[config.mk]
export PLATFORM = sky130hd
export DESIGN_NAME = acc_cpu_core
export DESIGN_NICKNAME = d
export VERILOG_FILES = /design/src/rtl/acc_cpu_pkg.sv /design/src/rtl/acc_decode.sv /design/src/rtl/acc_addsub.sv /design/src/rtl/acc_status.sv /design/src/rtl/acc_cpu_core.sv
export SDC_FILE = /design/constraint.sdc
export NUM_CORES = 1
export LEC_CHECK = 0
export BUFFER_PORTS_ARGS = -buffer_cell sky130_fd_sc_hd__buf_2
export CORE_MARGIN = 2
export CORE_UTILIZATION = 49
export CTS_CLUSTER_SIZE = 20
export DETAILED_ROUTE_END_ITERATION = 8
export GPL_ROUTABILITY_DRIVEN = 1
export HOLD_SLACK_MARGIN = 0.1
export PLACE_DENSITY = 0.72
export SLEW_MARGIN = 0
export SYNTH_ARGS = -nofsm -noshare
export SYNTH_HDL_FRONTEND = slang
export SYNTH_SLANG_ARGS = --single-unit
[constraint.sdc]
create_clock -name clk -period 7.9 [get_ports clk]
set_input_delay 0.79 -clock clk [delete_from_list [all_inputs] [get_ports clk]]
set_output_delay 0.79 -clock clk [all_outputs]
set_load 0.02 [all_outputs]
[src/rtl/acc_cpu_pkg.sv]
package acc_cpu_pkg;

    localparam int DW    = 8;
    localparam int AW    = 8;
    localparam int NFLAG = 4;

    // flag bit positions within the status low nibble
    localparam int F_C = 0;
    localparam int F_Z = 1;
    localparam int F_N = 2;
    localparam int F_E = 3;

    // high-nibble group/mode selectors
    localparam logic [3:0] GRP_SYS = 4'h0;
    localparam logic [3:0] GRP_IMM = 4'h5;
    localparam logic [3:0] GRP_IND = 4'h6;

    localparam logic [AW-1:0] STEP_INSTR = AW'(2);
    localparam logic [AW-1:0] STEP_SKIP  = AW'(4);

    typedef enum logic [2:0] {
        ST_VEC,
        ST_FOP,
        ST_FARG,
        ST_IND,
        ST_EXE,
        ST_PAUSE,
        ST_HALT
    } seq_state_t;

    typedef enum logic [2:0] {
        OP_LDA = 3'd0,
        OP_STA = 3'd1,
        OP_ADD = 3'd2,
        OP_SUB = 3'd3,
        OP_JMP = 3'd4,
        OP_SEQ = 3'd5,
        OP_SFL = 3'd6,
        OP_TGF = 3'd7
    } core_op_t;

    typedef enum logic [1:0] {
        K_NOP,
        K_HALT,
        K_IMM,
        K_IND
    } instr_kind_t;

    typedef struct packed {
        instr_kind_t kind;
        core_op_t    op;
    } decoded_t;

    function automatic decoded_t decode_byte(input logic [DW-1:0] b);
        decoded_t d;
        d.kind = K_NOP;
        d.op   = core_op_t'(b[2:0]);
        unique case (b[7:4])
            GRP_SYS: if (b[3:0] == 4'h1) d.kind = K_HALT;
            GRP_IMM: if (!b[3]) d.kind = K_IMM;
            GRP_IND: if (!b[3]) d.kind = K_IND;
            default: d.kind = K_NOP;
        endcase
        return d;
    endfunction

endpackage

[src/rtl/acc_decode.sv]
module acc_decode
    import acc_cpu_pkg::*;
(
    input  logic [DW-1:0] opcode_i,
    output decoded_t      dec_o,
    output logic          needs_ind_o,
    output logic          is_store_o
);
    always_comb begin
        dec_o       = decode_byte(opcode_i);
        needs_ind_o = (dec_o.kind == K_IND);
        is_store_o  = ((dec_o.kind == K_IMM) || (dec_o.kind == K_IND))
                      && (dec_o.op == OP_STA);
    end
endmodule

[src/rtl/acc_addsub.sv]
module acc_addsub
    import acc_cpu_pkg::*;
(
    input  logic [DW-1:0] a_i,
    input  logic [DW-1:0] b_i,
    input  logic          sub_i,
    output logic [DW-1:0] res_o,
    output logic          carry_o,
    output logic          zero_o,
    output logic          neg_o
);
    logic [DW:0] wide;

    always_comb begin
        if (sub_i) wide = {1'b0, a_i} - {1'b0, b_i};
        else       wide = {1'b0, a_i} + {1'b0, b_i};
        res_o   = wide[DW-1:0];
        carry_o = wide[DW];
        zero_o  = (wide[DW-1:0] == '0);
        neg_o   = wide[DW-1];
    end
endmodule

[src/rtl/acc_status.sv]
module acc_status
    import acc_cpu_pkg::*;
#(
    parameter int SENSE_W = 4,
    parameter int FLAG_W  = NFLAG
) (
    input  logic               clk,
    input  logic               rst,
    input  logic               upd_c_i,
    input  logic               upd_zn_i,
    input  logic               c_i,
    input  logic               z_i,
    input  logic               n_i,
    input  logic               set_i,
    input  logic               tog_i,
    input  logic [FLAG_W-1:0]  mask_i,
    input  logic [SENSE_W-1:0] sense_i,
    output logic [FLAG_W-1:0]  flags_o,
    output logic [SENSE_W+FLAG_W-1:0] status_o
);
    logic [FLAG_W-1:0] flags_q;
    logic [FLAG_W-1:0] flags_d;

    always_comb begin
        flags_d = flags_q;
        if (upd_c_i)  flags_d[F_C] = c_i;
        if (upd_zn_i) begin
            flags_d[F_Z] = z_i;
            flags_d[F_N] = n_i;
        end
        if (set_i) flags_d = flags_d | mask_i;
        if (tog_i) flags_d = flags_d ^ mask_i;
    end

    always_ff @(posedge clk) begin
        if (rst) flags_q <= '0;
        else     flags_q <= flags_d;
    end

    assign flags_o  = flags_q;
    assign status_o = {sense_i, flags_q};


    sfl_no_clear_chk: assert property (@(posedge clk) disable iff (rst)
        (set_i && !tog_i && !upd_c_i && !upd_zn_i)
        |=> ((flags_q & $past(flags_q)) == $past(flags_q)));


    tgf_parity_chk: assert property (@(posedge clk) disable iff (rst)
        (tog_i && !set_i && !upd_c_i && !upd_zn_i)
        |=> ((flags_q ^ $past(flags_q)) == $past(mask_i)));
endmodule

[src/rtl/acc_cpu_core.sv]
module acc_cpu_core
    import acc_cpu_pkg::*;
#(
    parameter logic [7:0] BOOT_ADDR = 8'hFF,
    parameter int         SENSE_W   = 4,
    parameter int         FLAG_W    = NFLAG
) (
    input  logic               clk,
    input  logic               rst,
    input  logic [SENSE_W-1:0] sense_sw,
    input  logic               wait_n,
    input  logic [7:0]         mem_rdata,
    output logic [7:0]         mem_addr,
    output logic [7:0]         mem_wdata,
    output logic               mem_rd_n,
    output logic               mem_wr_n,
    output logic [7:0]         acc_o,
    output logic [7:0]         pc_o,
    output logic [SENSE_W+FLAG_W-1:0] status_o,
    output logic               halted_o
);
    localparam int STAT_W = SENSE_W + FLAG_W;

    seq_state_t    state_q, state_d;
    logic [AW-1:0] pc_q, pc_d;
    logic [DW-1:0] acc_q, acc_d;
    logic [DW-1:0] ir_q, opd_q, val_q;

    decoded_t      dec;
    logic          needs_ind, is_store;
    logic [DW-1:0] value;
    logic [AW-1:0] pc_seq;

    logic [DW-1:0] alu_res;
    logic          alu_c, alu_z, alu_n;
    logic          in_exe;
    logic          upd_c, upd_zn, set_en, tog_en;
    logic          st_z, st_n;
    logic          rd_req, wr_req;
    logic [FLAG_W-1:0] flags;

    acc_decode u_dec (
        .opcode_i    (ir_q),
        .dec_o       (dec),
        .needs_ind_o (needs_ind),
        .is_store_o  (is_store)
    );

    assign value  = needs_ind ? val_q : opd_q;
    assign pc_seq = pc_q + STEP_INSTR;
    assign in_exe = (state_q == ST_EXE);

    acc_addsub u_alu (
        .a_i     (acc_q),
        .b_i     (value),
        .sub_i   (dec.op == OP_SUB),
        .res_o   (alu_res),
        .carry_o (alu_c),
        .zero_o  (alu_z),
        .neg_o   (alu_n)
    );

    // execute-stage datapath
    always_comb begin
        acc_d  = acc_q;
        pc_d   = pc_seq;
        upd_c  = 1'b0;
        upd_zn = 1'b0;
        set_en = 1'b0;
        tog_en = 1'b0;
        st_z   = alu_z;
        st_n   = alu_n;
        if (dec.kind == K_IMM || dec.kind == K_IND) begin
            unique case (dec.op)
                OP_LDA: begin
                    acc_d  = value;
                    upd_zn = 1'b1;
                    st_z   = (value == '0);
                    st_n   = value[DW-1];
                end
                OP_STA: ;
                OP_ADD, OP_SUB: begin
                    acc_d  = alu_res;
                    upd_c  = 1'b1;
                    upd_zn = 1'b1;
                end
                OP_JMP: pc_d = value;
                OP_SEQ: if (acc_q == value) pc_d = pc_q + STEP_SKIP;
                OP_SFL: set_en = 1'b1;
                OP_TGF: tog_en = 1'b1;
                default: ;
            endcase
        end
    end

    acc_status #(
        .SENSE_W (SENSE_W),
        .FLAG_W  (FLAG_W)
    ) u_stat (
        .clk      (clk),
        .rst      (rst),
        .upd_c_i  (in_exe && upd_c),
        .upd_zn_i (in_exe && upd_zn),
        .c_i      (alu_c),
        .z_i      (st_z),
        .n_i      (st_n),
        .set_i    (in_exe && set_en),
        .tog_i    (in_exe && tog_en),
        .mask_i   (value[FLAG_W-1:0]),
        .sense_i  (sense_sw),
        .flags_o  (flags),
        .status_o (status_o)
    );

    // sequencer next state
    always_comb begin
        state_d = state_q;
        unique case (state_q)
            ST_VEC:   state_d = wait_n ? ST_FOP : ST_PAUSE;
            ST_FOP:   state_d = ST_FARG;
            ST_FARG:  state_d = needs_ind ? ST_IND : ST_EXE;
            ST_IND:   state_d = ST_EXE;
            ST_EXE: begin
                if (dec.kind == K_HALT) state_d = ST_HALT;
                else if (!wait_n)       state_d = ST_PAUSE;
                else                    state_d = ST_FOP;
            end
            ST_PAUSE: if (wait_n) state_d = ST_FOP;
            ST_HALT:  state_d = ST_HALT;
            default:  state_d = ST_HALT;
        endcase
    end

    // memory port
    always_comb begin
        unique case (state_q)
            ST_VEC:  mem_addr = BOOT_ADDR;
            ST_FOP:  mem_addr = pc_q;
            ST_FARG: mem_addr = pc_q + AW'(1);
            ST_IND:  mem_addr = opd_q;
            ST_EXE:  mem_addr = value;
            default: mem_addr = pc_q;
        endcase
        rd_req = (state_q == ST_VEC) || (state_q == ST_FOP)
              || (state_q == ST_FARG) || (state_q == ST_IND);
        wr_req = in_exe && is_store;
    end

    assign mem_rd_n  = !(rd_req && !rst);
    assign mem_wr_n  = !(wr_req && !rst);
    assign mem_wdata = acc_q;

    always_ff @(posedge clk) begin
        if (rst) begin
            state_q <= ST_VEC;
            pc_q    <= '0;
            acc_q   <= '0;
            ir_q    <= '0;
            opd_q   <= '0;
            val_q   <= '0;
        end else begin
            state_q <= state_d;
            unique case (state_q)
                ST_VEC:  pc_q  <= mem_rdata;
                ST_FOP:  ir_q  <= mem_rdata;
                ST_FARG: opd_q <= mem_rdata;
                ST_IND:  val_q <= mem_rdata;
                ST_EXE: begin
                    acc_q <= acc_d;
                    pc_q  <= pc_d;
                end
                default: ;
            endcase
        end
    end

    assign acc_o    = acc_q;
    assign pc_o     = pc_q;
    assign halted_o = (state_q == ST_HALT);


    strobe_excl_chk: assert property (@(posedge clk) disable iff (rst)
        !(!mem_rd_n && !mem_wr_n));


    wr_single_chk: assert property (@(posedge clk) disable iff (rst)
        !mem_wr_n |=> mem_wr_n);


    halt_hold_chk: assert property (@(posedge clk) disable iff (rst)
        halted_o |=> (halted_o && mem_rd_n && mem_wr_n));


    pause_nofetch_chk: assert property (@(posedge clk) disable iff (rst)
        (state_q == ST_PAUSE && !wait_n) |=> (mem_rd_n && mem_wr_n));


    pc_update_chk: assert property (@(posedge clk) disable iff (rst)
        !$stable(pc_q) |-> ($past(state_q) == ST_VEC || $past(state_q) == ST_EXE));


    sense_view_chk: assert property (@(posedge clk) disable iff (rst)
        status_o[STAT_W-1:FLAG_W] == sense_sw);
endmodule

======== After elaboration in Yosys (flattened, before gate mapping) ========
Cells that the tools add are included.
storage, ports and cells
  bits in registers ....................... 47
  bits in latches ......................... 0
  RAM bits ................................ 0
  memory bits (read-only) ................. 0
  input bits .............................. 15
  output and inout port bits .............. 43
  word-level logic and storage cells ...... 93
  memories ................................ 0
operators by class
  $add $sub $neg .......................... 5
  multipliers ............................. 0
  divide/modulo/power cells ............... 0
  order comparisons ....................... 0
  equal/unequal tests ..................... 21
  shift-type cells ........................ 0
  multiplexer cells ....................... 33
  bitwise gates (word level) .............. 2
  reduce and logical (&&, ||, !) cells .... 25
operators by type and width
  kind                   number
  $pmux W8 S2            3
  $pmux W8 S4            1
  $mux W8                3
  $eq A3 B3 Y1 const B   7
  $pmux W3 S6            1
  $logic_not A8 Y1       2
  $mux W1                14
  $eq A3 B2 Y1 const B   4
  $mux W3                4
  $add A8 B8 Y9          1
  $mux W9                1
  $sub A8 B8 Y9          1
  $add A8 B1 Y8 const B  1
  $add A8 B2 Y8 const B  1
  $add A8 B3 Y8 const B  1
  $eq A4 B3 Y1 const B   2
  $eq A8 B8 Y1           1
  $logic_and A1 B1 Y1    8
  $mux W4                2
  $eq A3 B1 Y1 const B   2
  $logic_not A3 Y1       2
  $mux W2                3
  $pmux W2 S3            1
  $eq A2 B2 Y1 const B   2
  12 further kinds       18

======== Depth between registers and ports, before layout ========
  depth after elaboration ................. 15
  mapped depth ............................ 15
  gate-level depth less buffers ........... 15

======== Cells and area by module ========
A second synthesis with hierarchy kept.
unflattened totals
  cells, all modules ...................... 530
  area, all modules ....................... 3856.2 µm²
by module, submodules not included
  module        instances  cells each  area an instance (µm²)  sequential area each (µm²)
  acc_cpu_core  1          407         2916.5                  860.8
  acc_addsub    1          76          536.8                   0.0
  acc_status    1          35          306.5                   80.1
  acc_decode    1          12          96.3                    0.0

======== Worst setup path before layout ========
No wires, ideal clock.
  kind .................................... register -> register
  start point ............................. register ir_q[4]
  end point ............................... register u_stat.flags_q[1] (netlist: u_stat.flags_o[1])
  setup time .............................. 0.070 ns
  arrival ................................. 3.134 ns
  data required time ...................... 7.830 ns
  slack ................................... 4.696 ns
  stages on the path, launching flop included .. 15
  path buffers ............................ 0
  clock period less this slack ............ 3.204 ns
  cells stage by stage .................... dfxtp_1 > and2b_1 > nand2_4 > mux2i_1 > inv_1 > ha_1 > inv_1 > ha_1 > a21oi_1 > a211oi_1 > nor3_1 > o311a_1 > a211oi_1 > o2111ai_1 > a21oi_1
on the way
  cells in the longest elaborated chain, start to end .. 14
  elaborated cells on any way between the ends .. 26
  those cells by class .................... 2 x add/sub; 4 x eq/ne; 11 x mux; 2 x bitwise; 7 x reduce/logical
ends and longest elaborated chain
  element                                                  line                                  RTL
  start, declared                                          acc_cpu_core.sv:27                    logic [DW-1:0] ir_q, opd_q, val_q;
  start signal, assigned                                   acc_cpu_core.sv:165                   ST_FOP: ir_q <= mem_rdata;
  $eq A4 B3 Y1 / $logic_not A4 Y1 (equally long branches)  acc_cpu_pkg.sv:58                     unique case (b[7:4])
  $pmux W2 S3 *                                            acc_cpu_pkg.sv:58
  $eq A2 B2 Y1                                             acc_decode.sv:11, acc_cpu_core.sv:73
  $mux W8                                                  acc_cpu_core.sv:49                    assign value = needs_ind ? val_q : opd_q;
  $add A8 B8 Y9 / $sub A8 B8 Y9 (equally long branches)    acc_addsub.sv:16, acc_addsub.sv:15
  $mux W9                                                  acc_addsub.sv:15                      if (sub_i) wide = {1'b0, a_i} - {1'b0, b_i};
  $logic_not A8 Y1                                         acc_addsub.sv:19                      zero_o = (wide[DW-1:0] == '0);
  $mux W1                                                  acc_cpu_core.sv:74                    unique case (dec.op)
  $mux W1                                                  acc_cpu_core.sv:73                    if (dec.kind == K_IMM || dec.kind == K_IND) begin
  $mux W2                                                  acc_status.sv:27                      if (upd_zn_i) begin
  $or A4 B4 Y4                                             acc_status.sv:31                      if (set_i) flags_d = flags_d | mask_i;
  $mux W4                                                  acc_status.sv:31
  $xor A4 B4 Y4                                            acc_status.sv:32                      if (tog_i) flags_d = flags_d ^ mask_i;
  $mux W4 *                                                acc_status.sv:32
  end signal, assigned                                     acc_status.sv:37                      else flags_q <= flags_d;
  end, declared                                            acc_status.sv:21                      logic [FLAG_W-1:0] flags_q;
Every way passes the cells marked *; elsewhere a longest branch is shown, timed or not.
A chain may end at the register's enable or synchronous reset.

======== Worst setup path in the final report ========
Ends and elaborated chain as after synthesis.

==> impl_metrics.toml <==
[outcome]
status = "completed"

[sta]
fin_crit_sh = 0.539
tightest_slew_ns = 1.16
final.setup.tns_ns = 0
setup-violations-final = 0
period_minus_slack_ns = 4.26
finalMaxSlewViolations = 0
max_clock_freq_ghz = 0.235
slew_headroom = 0.227
rsz0062_at_grt = "no"
hold_violations = 0
finalClockSkew_ns = 0.00803

[global_routing]
grt_max_degree = 50
antenna_found_initial = 0
grt_overflow_total = 0
gr-usage-all-layers = 0.291
first_global_vias = 3692
grt_pass1_wl_mm = 19.8

[clock_network]
clockBufferDepth = 2
h-tree-depth = 2
holdBufCountCts = 0
cts_tree = "done"
cts_made_buffers = 5
post_cts_buffers = 0
cts_sinks = 47
clk_pin_slew_ns = 0.10
cts_resized = 0
insertion_delay_ns = 0.31
root_buffer = "clkbuf_8"

[power]
power_frac_seq = 0.378
p_sw_mw = 0.348
power_mw = 0.815
share_comb_of_total_power = 0.384
p_int_mw = 0.468
p_sw_frac = 0.426
p_leak_nw = 1.80
peakVddDrop_uv = 94.0
power.density_nw_per_um2 = 193
pwr-share-clk = 0.237

[synth]
muxShareOfSynthArea = 0.0816
synth_top_family_by_area = "simple AND/OR/NAND/NOR gates"
synth_top_area_frac = 0.240
synthAdderAreaFrac = 0.0529
ys_ff_latch = 47
syn_nets = 566
yosysMostFrequentCell = "nor2_1"
syn_area_um2 = 3920
syn_area_per_cell_um2 = 7.33
synth-compound-area-share = 0.248
yosys.area.top_type = "dfxtp_1"
seq_area_frac_synth = 0.240
synth_edf_count = 0
synth.distinct_cells = 67
synth_simple_gate_area_frac = 0.269
netlist_top_cells_area = "dfxtp_1 (24%), nor2_1 (7.0%), mux2i_1 (6.4%)"
synth_cells = 535
synth_common_cells = "nor2_1 (73), nand2_1 (57), dfxtp_1 (47)"
yosys_warnings = 0
async_reset_ff_frac = 0
synthXorXnorAreaFrac = 0.0335
ys_dominant_reg_cell = "dfxtp_1"

[worst_setup_path]
crit_required_ns = 8.14
startpoint_type = "register"
cpPeakStageDelay_ns = 0.68
path_max_fanout = 10
crit_path_end_kind = "register"
critPathKind = "register to register"
worstPathCellList = "and2b_1 -> nand2_4 -> mux2i_1 -> inv_1 -> ha_1 -> inv_1 -> ha_1 -> a21oi_1 -> a211oi_1 -> nor3_1 -> o311a_1 -> a211oi_1 -> o2111ai_1 -> a21oi_1"
cpMaxStageDelayCell = "mux2i_1"
arrival_ns = 4.50

[detailed_routing]
avgViaCountPerCell = 6.34
detail_route.wl_per_cell_um = 19.4
ant_nets = 0
drc_errors = 0
drt_pre_antenna_iters = 5
drt-initial-drc-count = 488
routed_wl_mm = 12.7
vias = 4137

[die]
io_pins = 58
fp-row-count = 32
dieHeight_um = 93.5
start_util = 0.508
die_area_um2 = 8740
die_width_um = 93.5
coreArea_um2 = 7730

[finish]
fin_nets = 581
n_antenna_cell = 0
final_layout_size_suffix_gt1_frac = 0.145
syn_to_final_growth_pct = 7.62

[job]
cap_viol_max_count = 0

[placed_design]
io_buffer_count = 49
gp_congestion = 0.994
dp_hpwl_mm = 9.45

[min_path]
hp-class = "register to register"
-- placed cells by master (no fill, tap or decap), types with 11 or more instances in the layout --
master	n
buf_2	49
a21oi_1	39
o21ai_0	31
dfxtp_1	47
nand3_1	16
nor2_1	73
ha_1	15
nor3_1	11
nand2_1	57
inv_1	19
mux2i_1	25
-- metrics by stage --
step / util / setup WS (ns) / cell area (um^2) / std cells / hold WS, ns
5_1_grt: 0.546 / 3.30 / 4220 / 653 / 0.538
3_5_place_dp: 0.531 / 3.70 / 4110 / 645 / 0.492
6_report: 0.546 / 3.64 / 4220 / 653 / 0.508
4_1_cts: 0.546 / 3.67 / 4220 / 653 / 0.507
3_3_place_gp: 0.531 / 3.76 / 4110 / 645 / 0.482
2_1_floorplan: - / 4.70 / 3920 / 535 / 0.448
-- kinds of logic after synthesis --
kind of cell | count (synthesis)
AND/OR/NAND/NOR | 216
multiplexers | 29
AO/OA/AOI/OAI | 147
buffers and inverters | 65
adder cells (fa/ha/maj) | 16
flip-flops | 47
XOR/XNOR | 15
-- metal layers --
| metal | vias up | part of all wire | GRT usage |
|---|---|---|---|
| li1 | 1944 | - | - |
| met1 | 1918 | 0.44 | 0.434 |
| met2 | 257 | 0.44 | 0.438 |
| met3 | 18 | 0.10 | 0.0419 |
| met4 | 0 | 0.017 | 0.0748 |
| met5 | - | 0 | 0 |
-- critical path, delay by kind of cell (launching register included) --
family | cells | cell delay [ns]
buffers and inverters | 2 | 0.37
AND/OR/NAND/NOR | 3 | 0.62
adder cells (fa/ha/maj) | 2 | 0.55
multiplexers | 1 | 0.68
AO/OA/AOI/OAI | 6 | 1.58
flip-flops | 1 | 0.40
-- registers in the layout, indices dropped and copies added (netlist names) --
| register | cells |
|---|---|
| ir_q | 8 |
| acc_o | 8 |
| u_stat.flags_o | 4 |
| state_q | 3 |
| pc_o | 8 |
| val_q | 8 |
| opd_q | 8 |
-- final timing paths --
check                           slack, ns             startpoint  depth (start not counted)                           end
worst max register to register       3.64   ir_q[4]$_SDFFE_PP0P_                         14  u_stat.flags_o[1]$_SDFF_PP0_
worst max-delay path                 3.64   ir_q[4]$_SDFFE_PP0P_                         14  u_stat.flags_o[1]$_SDFF_PP0_
worst min-delay path                 0.51  opd_q[0]$_SDFFE_PP0P_                          2         opd_q[0]$_SDFFE_PP0P_
worst min register to register       0.51  opd_q[0]$_SDFFE_PP0P_                          2         opd_q[0]$_SDFFE_PP0P_
-- area by class of cell --
cell class	count	area, um^2
multi-input cells	423	2690
clock buffers	5	68.8
clock inverters	3	47.5
repair buffers	53	275
inverters	20	75.1
flip-flops and latches	47	941
well taps	102	128
fillers	763	3500
-- power groups by stage --
stage	clock network, mW	registers [mW]	logic [mW]
final	0.194	0.308	0.314
after global routing	0.203	0.313	0.342
after CTS	0.195	0.306	0.308
after detailed placement	0	0.312	0.306
after global placement	0	0.310	0.305
after floorplan	0	0.291	0.238
(Power assumes the default switching activity.)
